File: config.mk
export PLATFORM = sky130hd
export DESIGN_NAME = cpu_mode_tracker
export DESIGN_NICKNAME = d
export VERILOG_FILES = /design/src/rtl/cmt_pkg.sv /design/src/rtl/cmt_rst_sync.sv /design/src/rtl/cmt_smi_pending.sv /design/src/rtl/cmt_next_state.sv /design/src/rtl/cmt_decode.sv /design/src/rtl/cpu_mode_tracker.sv
export SDC_FILE = /design/constraint.sdc
export NUM_CORES = 1
export LEC_CHECK = 0
export BUFFER_PORTS_ARGS = -buffer_cell sky130_fd_sc_hd__buf_2
export CAP_MARGIN = 20
export CORE_AREA = 5 5 42 44
export DETAILED_ROUTE_END_ITERATION = 12
export DIE_AREA = 0 0 47 49
export GPL_TIMING_DRIVEN = 1
export PLACE_DENSITY = 0.55
export SETUP_SLACK_MARGIN = 0.15
export SLEW_MARGIN = 20
export SYNTH_ARGS = -nofsm -noshare
export SYNTH_HDL_FRONTEND = slang
export SYNTH_SLANG_ARGS = --single-unit
File: constraint.sdc
create_clock -name clk -period 0.94 [get_ports clk]
set_clock_uncertainty 0.15 [all_clocks]
set_input_delay 0.047 -clock clk [delete_from_list [all_inputs] [get_ports clk]]
set_output_delay 0.047 -clock clk [all_outputs]
set_load 0.02 [all_outputs]
File: src/rtl/cmt_pkg.sv
package cmt_pkg;
  localparam int MODE_W    = 2;
  localparam int NUM_MODES = 1 << MODE_W;

  typedef enum logic [MODE_W-1:0] {
    MD_REAL = 2'd0,
    MD_PROT = 2'd1,
    MD_V86  = 2'd2,
    MD_MGMT = 2'd3
  } cpu_mode_e;
endpackage

File: src/rtl/cmt_rst_sync.sv
module cmt_rst_sync #(
  parameter int STAGES = 2
) (
  input  logic clk,
  input  logic rst_n,
  output logic rst_n_sync
);
  logic [STAGES-1:0] chain_q;

  always_ff @(posedge clk or negedge rst_n) begin
    if (!rst_n) chain_q <= '0;
    else        chain_q <= {chain_q[STAGES-2:0], 1'b1};
  end

  assign rst_n_sync = chain_q[STAGES-1];
endmodule

File: src/rtl/cmt_smi_pending.sv
module cmt_smi_pending (
  input  logic clk,
  input  logic rst_n,
  input  logic in_mgmt,
  input  logic smi_req,
  input  logic take_smi,
  output logic pending
);
  logic pend_d;
  logic pend_en;

  always_comb begin
    pend_en = 1'b0;
    pend_d  = pending;
    if (in_mgmt && smi_req) begin
      pend_en = 1'b1;
      pend_d  = 1'b1;
    end else if (take_smi) begin
      pend_en = 1'b1;
      pend_d  = 1'b0;
    end
  end

  always_ff @(posedge clk or negedge rst_n) begin
    if (!rst_n)       pending <= 1'b0;
    else if (pend_en) pending <= pend_d;
  end
endmodule

File: src/rtl/cmt_next_state.sv
module cmt_next_state
  import cmt_pkg::*;
(
  input  cpu_mode_e cur_mode,
  input  cpu_mode_e saved_q,
  input  logic      pending,
  input  logic      cr_pe,
  input  logic      cr_vm,
  input  logic      smi_req,
  input  logic      rsm_req,
  output cpu_mode_e nxt_mode,
  output logic      save_en,
  output logic      take_smi,
  output logic      illegal_d
);
  logic want_smi;

  always_comb begin
    want_smi  = smi_req || pending;
    nxt_mode  = cur_mode;
    save_en   = 1'b0;
    take_smi  = 1'b0;
    illegal_d = 1'b0;
    if (cur_mode == MD_MGMT) begin
      if (rsm_req) nxt_mode = saved_q;
    end else begin
      illegal_d = rsm_req;
      if (want_smi) begin
        nxt_mode = MD_MGMT;
        save_en  = 1'b1;
        take_smi = 1'b1;
      end else begin
        unique case (cur_mode)
          MD_REAL: if (cr_pe) nxt_mode = MD_PROT;
          MD_PROT: begin
            if (!cr_pe)     nxt_mode = MD_REAL;
            else if (cr_vm) nxt_mode = MD_V86;
          end
          MD_V86:  if (!cr_vm) nxt_mode = MD_PROT;
          default: nxt_mode = cur_mode;
        endcase
      end
    end
  end
endmodule

File: src/rtl/cmt_decode.sv
module cmt_decode #(
  parameter int W = 2,
  parameter int N = 1 << W
) (
  input  logic [W-1:0] code,
  output logic [N-1:0] onehot
);
  for (genvar i = 0; i < N; i++) begin : g_bit
    assign onehot[i] = (code == W'(i));
  end
endmodule

File: src/rtl/cpu_mode_tracker.sv
module cpu_mode_tracker
  import cmt_pkg::*;
(
  input  logic                 clk,
  input  logic                 rst_n,
  input  logic                 cr_pe,
  input  logic                 cr_vm,
  input  logic                 smi_req,
  input  logic                 rsm_req,
  output logic [MODE_W-1:0]    mode_code,
  output logic [NUM_MODES-1:0] mode_onehot,
  output logic [MODE_W-1:0]    saved_mode,
  output logic                 smi_pending,
  output logic                 rsm_illegal
);
  logic      rst_n_int;
  cpu_mode_e mode_q, mode_d;
  cpu_mode_e saved_q;
  logic      save_en, take_smi, illegal_d, illegal_q;

  cmt_rst_sync #(.STAGES(2)) u_rst (
    .clk(clk), .rst_n(rst_n), .rst_n_sync(rst_n_int)
  );

  cmt_next_state u_nxt (
    .cur_mode(mode_q), .saved_q(saved_q), .pending(smi_pending),
    .cr_pe(cr_pe), .cr_vm(cr_vm), .smi_req(smi_req), .rsm_req(rsm_req),
    .nxt_mode(mode_d), .save_en(save_en), .take_smi(take_smi),
    .illegal_d(illegal_d)
  );

  cmt_smi_pending u_pend (
    .clk(clk), .rst_n(rst_n_int), .in_mgmt(mode_q == MD_MGMT),
    .smi_req(smi_req), .take_smi(take_smi), .pending(smi_pending)
  );

  always_ff @(posedge clk or negedge rst_n_int) begin
    if (!rst_n_int) begin
      mode_q    <= MD_REAL;
      illegal_q <= 1'b0;
    end else begin
      mode_q    <= mode_d;
      illegal_q <= illegal_d;
    end
  end

  always_ff @(posedge clk or negedge rst_n_int) begin
    if (!rst_n_int)   saved_q <= MD_REAL;
    else if (save_en) saved_q <= mode_q;
  end

  cmt_decode #(.W(MODE_W), .N(NUM_MODES)) u_dec (
    .code(mode_q), .onehot(mode_onehot)
  );

  assign mode_code   = mode_q;
  assign saved_mode  = saved_q;
  assign rsm_illegal = illegal_q;
endmodule

==> results of run 1 <==
final cells by class:
| class | count | share of cell area (%) |
|---|---|---|
| Multi-Input combinational cell | 26 | 27.8 |
| Tap cell | 16 | 2.57 |
| Sequential cell | 8 | 26.2 |
| Clock buffer | 4 | 3.37 |
| Timing Repair Buffer | 32 | 38.8 |
| Inverter | 2 | 1.28 |
per-stage QoR:
step                util (%)  TNS [ps]  hold slack [ps]  total power [mW]
global placement        41.3     -2060             -317              1.81
CTS                     52.8     -3960             -110              2.56
global route            55.6     -4850             -126              2.92
detailed placement      41.3     -2060             -316              1.81
finish                  55.6     -4170             -123              2.74
floorplan                  -     -1780             -399              1.41
flip-flops by register name (all words and copies together), names as in the netlist:
signal / flops
saved_mode: 2
u_rst.chain_q: 2
rsm_illegal: 1
mode_code: 2
u_pend.pending: 1
power by group:
group / switching, mW / total (mW) / internal [mW]
logic: 0.776 / 1.84 / 1.06
clock network: 0.124 / 0.287 / 0.163
registers: 0.144 / 0.617 / 0.473
cell usage in the layout, fill, tap and decap left out, drive strengths merged:
cell type / n
dfrtp: 8
nor2: 6
nor2b: 2
clkbuf: 4
nand2b: 2
and2b: 1
o221ai: 1
dlygate4sd3: 1
o21a: 1
o22a: 2
nand2: 1
nand3: 1
inv: 2
a2bb2oi: 1
a32o: 2
nand4b: 1
buf: 31
nor3: 2
conb: 1
o21ai: 1
and3: 1
metal layers:
layer | track usage, % | vias up | routed length (um) | share of wire (%)
li1 | - | 202 | - | -
met1 | 13.1 | 198 | 458 | 41
met2 | 17.9 | 17 | 561 | 50
met3 | 5.54 | 2 | 75 | 6.7
met4 | 4.15 | 0 | 24 | 2.1
met5 | 0 | - | 0 | 0
cell families (layout without fill, tap and decap cells):
| group | after synthesis | in the layout | share of synthesized area (%) |
|---|---|---|---|
| buf+inv | 5 | 38 | 7.96 |
| other cells | 1 | 1 | 0.884 |
| simple gates | 17 | 17 | 28.0 |
| compound gates | 8 | 8 | 15.9 |
| flops | 8 | 8 | 47.2 |
final timing paths:
path / to / depth (start not counted) / from / slack, ps
worst max-delay path: mode_onehot[2] / 3 / mode_code[0] / -430
worst min-delay path: mode_code[0] / 2 / rsm_req / -120
worst max register to register: mode_code[1] / 4 / mode_code[0] / -420
worst min register to register: saved_mode[0] / 0 / u_rst.chain_q[1] / -60
max in group asynchronous: mode_code[0] / 0 / u_rst.chain_q[1] / 480
min in group asynchronous: saved_mode[0] / 0 / u_rst.chain_q[1] / -60
what timing repair did:
action / CTS / global route
buffers inserted: 4 / 3
setup endpoints to repair: 16 / 16
pin swaps: 6 / 0
hold endpoints to repair: 10 / 10
cloned: 0 / 0
resized for setup: 25 / 6
==> reports/qor.yml, run 1 <==
run_status:
  status: "finished, violations left"
  violations: "hold timing, setup timing"
routing:
  drt_iter0_markers: 3
  wirelength_mm: 1.12
  vias_per_cell: 4.76
  vias: 419
  avgRoutedWirePerCell_um: 12.7
  dr.pass1.iters: 4
  drc: 0
  antenna_left: 0
place:
  pre_cts_ws_ps: -352
  gp_congestion: 0.852
  portBuffers: 15
  placed_area_um2: 579
  dp_hpwl_um: 732
  dp_cells: 76
sta:
  maxSlewViolCount: 0
  rsz0062_at_grt: "true"
  fin_crit_ps: 1370
  setup_ws_ps: -433
  timing.hold.ws_ps: -123
  hold_viol_final: 10
  max_freq_mhz: 728
  setup_viol: 15
  post-route-period-util_pct: 146
floorplan:
  fp-row-count: 14
  initial_core_util_pct: 30.3
  core_um2: 1400
  dieHeight_um: 49
  ios: 16
  die-area_um2: 2300
  die_w_um: 47
logic_synthesis:
  synth_top_area_share_pct: 47.2
  syn_nets: 45
  yosys-top-cells-area: "dfrtp_1 47%, a32o_1 4.7%, nor2_1 4.4%"
  yosysUniqueCellTypes: 23
  yosys.cell_count.top_type: "dfrtp_1"
  avgSynthCellArea_um2: 10.9
  ys_warn_count: 0
  syn-cell-area_um2: 424
  synth-edff-count: 0
  yosysTopAreaCell: "dfrtp_1"
  ys_seq_elements: 8
  synth_top_flop_cell: "dfrtp_1"
  ys_seq_area_share_pct: 47.2
  synthTopCellsByCount: "8 x dfrtp_1, 5 x nor2_1"
  postSynthCellCount: 39
  async_reset_ff_share_pct: 100
grt:
  track_usage_pct: 11.4
  grt.overflow.total: 0
  grt_pass1_wl_mm: 1.85
  grt_pass1_vias: 434
  grt_max_degree: 7
  grt_antenna_before_repair: 0
worst_setup_path:
  cp.arrival_ps: 1180
  path_cells: "buf_6 > and2b_2 > buf_6"
  crit_slowest_cell: "dfrtp_2"
  worstPathBufferInverterCount: 2
  critPathMaxStageDelay_ps: 460
  crit_type: "register to output port"
  path_max_fanout: 4
  path_delay_family: "flip-flops"
  end_kind: "output port"
  path_common_cell: "buf_6"
  crit_required_ps: 740
  critPathLaunchType: "register"
clocking:
  cts_inserted_buffers: 3
  cts_max_level: 1
  clkTransAtPathRegs_ps: 60
  clock_path_buffers: 2
  cts_hold_buf: 1
  cts.sinks: 8
  cts_tree: "yes"
  cts_root_buffer: "clkbuf_4"
  clock_latency_ps: 260
finish:
  drive_gt1_share_pct: 65.3
  final.fill_count: 131
  design_area_um2: 779
  multi_input_area_um2: 216
  layout.nets: 79
  antennaDiodeCount: 0
  regArea_um2: 204
  syn_to_final_growth_pct: 83.8
  fin_cells: 88
worst_hold_path:
  hold_class: "input port to register"
pwr:
  p_leak_nw: 0.379
  powerDensity_nw_per_um2: 3520
  ir_drop_mv: 1.78
flow_run:
  drv_cap: 0
No activity file was read; power rests on OpenSTA's default activity.
==> run 2, diff against run 1 <==
--- a/config.mk
+++ b/config.mk
@@ -12,6 +12,7 @@
 export DIE_AREA = 0 0 47 49
 export GPL_TIMING_DRIVEN = 1
 export PLACE_DENSITY = 0.55
+export RECOVER_POWER = 50
 export SETUP_SLACK_MARGIN = 0.15
 export SLEW_MARGIN = 20
 export SYNTH_ARGS = -nofsm -noshare
==> run 2 against run 1 <==
Effect of this change:
- the flow still finishes with violations (hold timing, setup timing)
- non-clock buffer count unchanged
- critical path depth unchanged
- setup slack stayed put
- via count did not move
- sequential power barely moved
- core utilization decreased by 0.089 points
- die area unchanged
- routed wire length is 0.27% lower
- first-iteration DRC count did not move
- final area fell by 0.16%
- combinational power barely moved
- hold slack did not move
- critical path type unchanged
==> reports/qor.yml, run 2 (synthesis gave the netlist of run 1 again) <==
clocking:
  cts_inserted_buffers: 3  # unchanged
  cts_max_level: 1  # unchanged
  cts_tree: "yes"
  clock_latency_ps: 260  # about the same
  cts.sinks: 8  # unchanged
  cts_hold_buf: 1  # unchanged
  cts_root_buffer: "clkbuf_4"
  clock_path_buffers: 2  # unchanged
  clkTransAtPathRegs_ps: 60  # about the same
sta:
  setup_ws_ps: -433  # unchanged
  max_freq_mhz: 728  # unchanged
  setup_viol: 15  # unchanged
  fin_crit_ps: 1370  # unchanged
  maxSlewViolCount: 0  # unchanged
  hold_viol_final: 10  # unchanged
  timing.hold.ws_ps: -123  # unchanged
  post-route-period-util_pct: 146  # unchanged
  rsz0062_at_grt: "true"
grt:
  grt_pass1_vias: 434  # unchanged
  track_usage_pct: 11.4  # unchanged
  grt.overflow.total: 0  # unchanged
  grt_max_degree: 7  # unchanged
  grt_pass1_wl_mm: 1.85  # unchanged
  grt_antenna_before_repair: 0  # unchanged
finish:
  final_cell_mix: "16 x buf_6, 9 x buf_4, 5 x dfrtp_1"
  final.fill_count: 132  # +0.76%
  layout.nets: 79  # unchanged
  design_area_um2: 778  # -0.16%
  antennaDiodeCount: 0  # unchanged
  final_common_cell: "buf_6"
  fin_cells: 88  # unchanged
  syn_to_final_growth_pct: 83.5
  drive_gt1_share_pct: 63.9  # -1.4 points
worst_setup_path:
  path_max_fanout: 4  # unchanged
  rrSetupSlack_ps: -420  # about the same
  crit_required_ps: 740  # about the same
  cp.arrival_ps: 1180  # about the same
  crit_type: "register to output port"
  end_kind: "output port"
  critPathLaunchType: "register"
pwr:
  ir_drop_mv: 1.78  # unchanged
  p_leak_nw: 0.376  # -0.73%
  powerDensity_nw_per_um2: 3520  # +0.14%
worst_hold_path:
  hold_class: "input port to register"
run_status:
  status: "finished, violations left"
  violations: "hold timing, setup timing"
routing:
  avgRoutedWirePerCell_um: 12.7  # -0.27%
  vias_per_cell: 4.76  # unchanged
  vias: 419  # unchanged
  drc: 0  # unchanged
  antenna_left: 0  # unchanged
  dr.pass1.iters: 4  # unchanged
  wirelength_mm: 1.12  # -0.27%
  drt_iter0_markers: 3  # unchanged
floorplan:
  die-area_um2: 2300  # unchanged
  fp-row-count: 14  # unchanged
  dieHeight_um: 49  # unchanged
  initial_core_util_pct: 30.3  # unchanged
  core_um2: 1400  # unchanged
  die_w_um: 47  # unchanged
  ios: 16  # unchanged
place:
  gp_congestion: 0.852  # unchanged
  dp_cells: 76  # unchanged
  portBuffers: 15  # unchanged
  placed_area_um2: 579  # unchanged
  dp_hpwl_um: 732  # unchanged
flow_run:
  drv_cap: 0  # unchanged
run 2: cell count changes in the layout (fill, tap and decap cells not counted):
cell      delta
buf_2        -1
clkbuf_1     +1
run 2: report_power, final:
part           switching, mW  total (mW)  internal [mW]  leakage (nW)
sequential             0.144       0.617          0.473        0.0907
clock                  0.124       0.287          0.163        0.0150
combinational          0.776        1.84           1.06         0.271
total                   1.04        2.74           1.70         0.376
run 2: worst paths after layout:
kind | from | to | depth (start not counted)
max | mode_code[0] | mode_onehot[2] | 3
min | rsm_req | mode_code[0] | 2
max reg2reg | mode_code[0] | mode_code[1] | 4
min reg2reg | u_rst.chain_q[1] | saved_mode[0] | 0
max in group asynchronous | u_rst.chain_q[1] | mode_code[0] | 0
min in group asynchronous | u_rst.chain_q[1] | saved_mode[0] | 0
run 2: metal layers:
layer / routed length, um / track usage [%] / vias up
met5: 0 / 0 / -
met4: 24 / 4.15 / 0
met3: 75 / 5.54 / 2
met2: 562 / 17.9 / 17
met1: 456 / 13.1 / 198
li1: - / - / 202
run 2: cell type report:
| class | instances | area (um2) | area share (%) |
|---|---|---|---|
| timing repair buffer | 32 | 302 | 38.7 |
| tap | 16 | 20.0 | 2.57 |
| sequential | 8 | 204 | 26.2 |
| multi-input combinational | 26 | 216 | 27.8 |
| inverter | 2 | 10.0 | 1.29 |
| clock buffer | 4 | 26.3 | 3.38 |
run 2: critical path, stage by stage, from the launching register on:
cell	delay [ps]
dfrtp_2	460
buf_6	140
and2b_2	200
buf_6	110
run 2: repair_timing:
item,CTS,global route
resized for setup,25,6
endpoints found under the hold margin,10,10
setup endpoints to repair,16,16
buffers inserted,4,3
pin swaps,6,0
run 2: through the flow:
step	setup slack (ps)	power (mW)	TNS [ps]	util (%)
4_1_cts	-422	2.56	-3960	52.8
2_1_floorplan	-458	1.41	-1780	-
6_report	-433	2.74	-4170	55.5
3_3_place_gp	-352	1.81	-2060	41.3
3_5_place_dp	-352	1.81	-2060	41.3
5_1_grt	-474	2.92	-4850	55.5
==> run 3, diff against run 2 <==
--- a/config.mk
+++ b/config.mk
@@ -13,7 +13,6 @@
 export GPL_TIMING_DRIVEN = 1
 export PLACE_DENSITY = 0.55
 export RECOVER_POWER = 50
-export SETUP_SLACK_MARGIN = 0.15
 export SLEW_MARGIN = 20
 export SYNTH_ARGS = -nofsm -noshare
 export SYNTH_HDL_FRONTEND = slang
==> run 3 against run 2 <==
Effect of this change:
- the run still ends with hold timing, setup timing left
- sequential power grew 1%
- cell count grew 4.5%
- critical path depth is the same
- maximum frequency shrank 0.87%
- critical path type unchanged
==> reports/qor.yml, run 3 (synthesis gave the netlist of run 1 again) <==
worst_setup_path:
  path_common_cell: "buf_6"
  rrSetupSlack_ps: -440  # -20 ps
  rr_startpoint: "mode_code[0]"
  r2r_cells: 4  # unchanged
  path_max_fanout: 4  # unchanged
  critPathMaxStageDelay_ps: 470  # about the same
  timing.rr.end: "mode_code[1]"
  cp.arrival_ps: 1190  # about the same
  end_kind: "output port"
  crit_slowest_cell: "dfrtp_2"
  path_cells: "buf_6 > and2b_2 > buf_6"
  worstPathBufferInverterCount: 2  # unchanged
  crit_required_ps: 740  # about the same
  path_delay_family: "flip-flops"
  crit_type: "register to output port"
  critPathLaunchType: "register"
pwr:
  ir_drop_mv: 1.88  # +5.6%
  p_leak_nw: 0.408  # +8.3%
  power.total_mw: 2.93  # +6.8%
  powerDensity_nw_per_um2: 3460  # -1.7%
clocking:
  clock_path_buffers: 2  # unchanged
  clkTransAtPathRegs_ps: 60  # about the same
  cts.sinks: 8  # unchanged
  clock_latency_ps: 260  # about the same
  cts_tree: "yes"
  cts_max_level: 1  # unchanged
  cts_hold_buf: 3  # +2
  cts_inserted_buffers: 3  # unchanged
  cts_root_buffer: "clkbuf_4"
finish:
  final.fill_count: 119  # -9.8%
  antennaDiodeCount: 0  # unchanged
  layout.nets: 83  # +5.1%
  syn_to_final_growth_pct: 99.4
  drive_gt1_share_pct: 65.8  # +1.9 points
  final_core_util_pct: 60.4  # +4.8 points
  final_cell_mix: "21 x buf_6, 6 x buf_4, 5 x buf_2, 5 x dfrtp_1"
  final_common_cell: "buf_6"
run_status:
  status: "finished, violations left"
  violations: "hold timing, setup timing"
grt:
  grt_antenna_before_repair: 0  # unchanged
  track_usage_pct: 10.8  # -0.64 points
  grt_max_degree: 7  # unchanged
  grt.overflow.total: 0  # unchanged
  grt_pass1_wl_mm: 1.75  # -5.2%
  grt_pass1_vias: 413  # -4.8%
sta:
  setup_viol: 15  # unchanged
  maxSlewViolCount: 0  # unchanged
  rsz0062_at_grt: "true"
  fin_tns_setup_ps: -4510  # -338 ps
  setup_ws_ps: -445  # -12.1 ps
  post-route-period-util_pct: 147  # +1.3 points
  hold_viol_final: 7  # -3
  fin_crit_ps: 1390  # +12.1 ps
  timing.hold.ws_ps: -69.5  # +53.3 ps
  max_freq_mhz: 722  # -0.87%
place:
  gp_congestion: 0.852  # unchanged
  dp_hpwl_um: 732  # unchanged
  portBuffers: 15  # unchanged
routing:
  wirelength_mm: 1.13  # +1.3%
  drc: 0  # unchanged
  avgRoutedWirePerCell_um: 12.3  # -3.2%
  vias_per_cell: 4.60  # -3.4%
  dr.pass1.iters: 4  # unchanged
  antenna_left: 0  # unchanged
  drt_iter0_markers: 9  # +6
  vias: 423  # +0.95%
floorplan:
  die_w_um: 47  # unchanged
  die-area_um2: 2300  # unchanged
  ios: 16  # unchanged
  initial_core_util_pct: 30.3  # unchanged
  dieHeight_um: 49  # unchanged
  fp-row-count: 14  # unchanged
  core_um2: 1400  # unchanged
flow_run:
  drv_cap: 0  # unchanged
worst_hold_path:
  hold_class: "register to async pin"
==> run 3: what timing repair did <==
item | CTS | global route
hold endpoints to repair | 10 | 7
buffers inserted | 4 | 6
pin swaps | 6 | 5
setup endpoints to repair | 16 | 16
resized for setup | 25 | 15
==> run 3: worst max-delay path by stage <==
stage / from / to / slack (ps) / depth (start not counted)
after detailed placement: mode_code[1] / mode_code[1] / -350 / 3
after floorplan: mode_code[1] / mode_code[1] / -460 / 4
after global placement: mode_code[1] / mode_code[1] / -350 / 3
after CTS: mode_code[1] / mode_onehot[3] / -420 / 5
final: mode_code[0] / mode_onehot[2] / -450 / 3
after global routing: mode_code[0] / mode_onehot[2] / -480 / 3
==> run 3: cell type report <==
class / count / area [um2] / share of cell area, %
inverters: 2 / 10.0 / 1.18
multi-input cells: 26 / 229 / 27.1
flip-flops and latches: 8 / 204 / 24.1
repair buffers: 36 / 357 / 42.2
clock buffers: 4 / 26.3 / 3.11
well taps: 16 / 20.0 / 2.37
==> run 3: stage by stage <==
step / instances / setup WS [ps] / cell area [um2]
after floorplan: 39 / -458 / 447
after global placement: 76 / -352 / 579
after detailed placement: 76 / -352 / 579
after CTS: 87 / -422 / 759
after global routing: 92 / -481 / 846
final: 92 / -445 / 846
==> run 3: metal layers <==
metal	global-route usage (%)	wire [um]
met1	12.9	480
met2	16.1	555
met3	5.54	72
met4	4.15	24
met5	0	0
==> run 3: power by group <==
group	leakage [nW]	internal, mW	total, mW	switching, mW
Sequential	0.0907	0.473	0.625	0.152
Combinational	0.302	1.19	2.02	0.827
Clock	0.0150	0.163	0.285	0.122
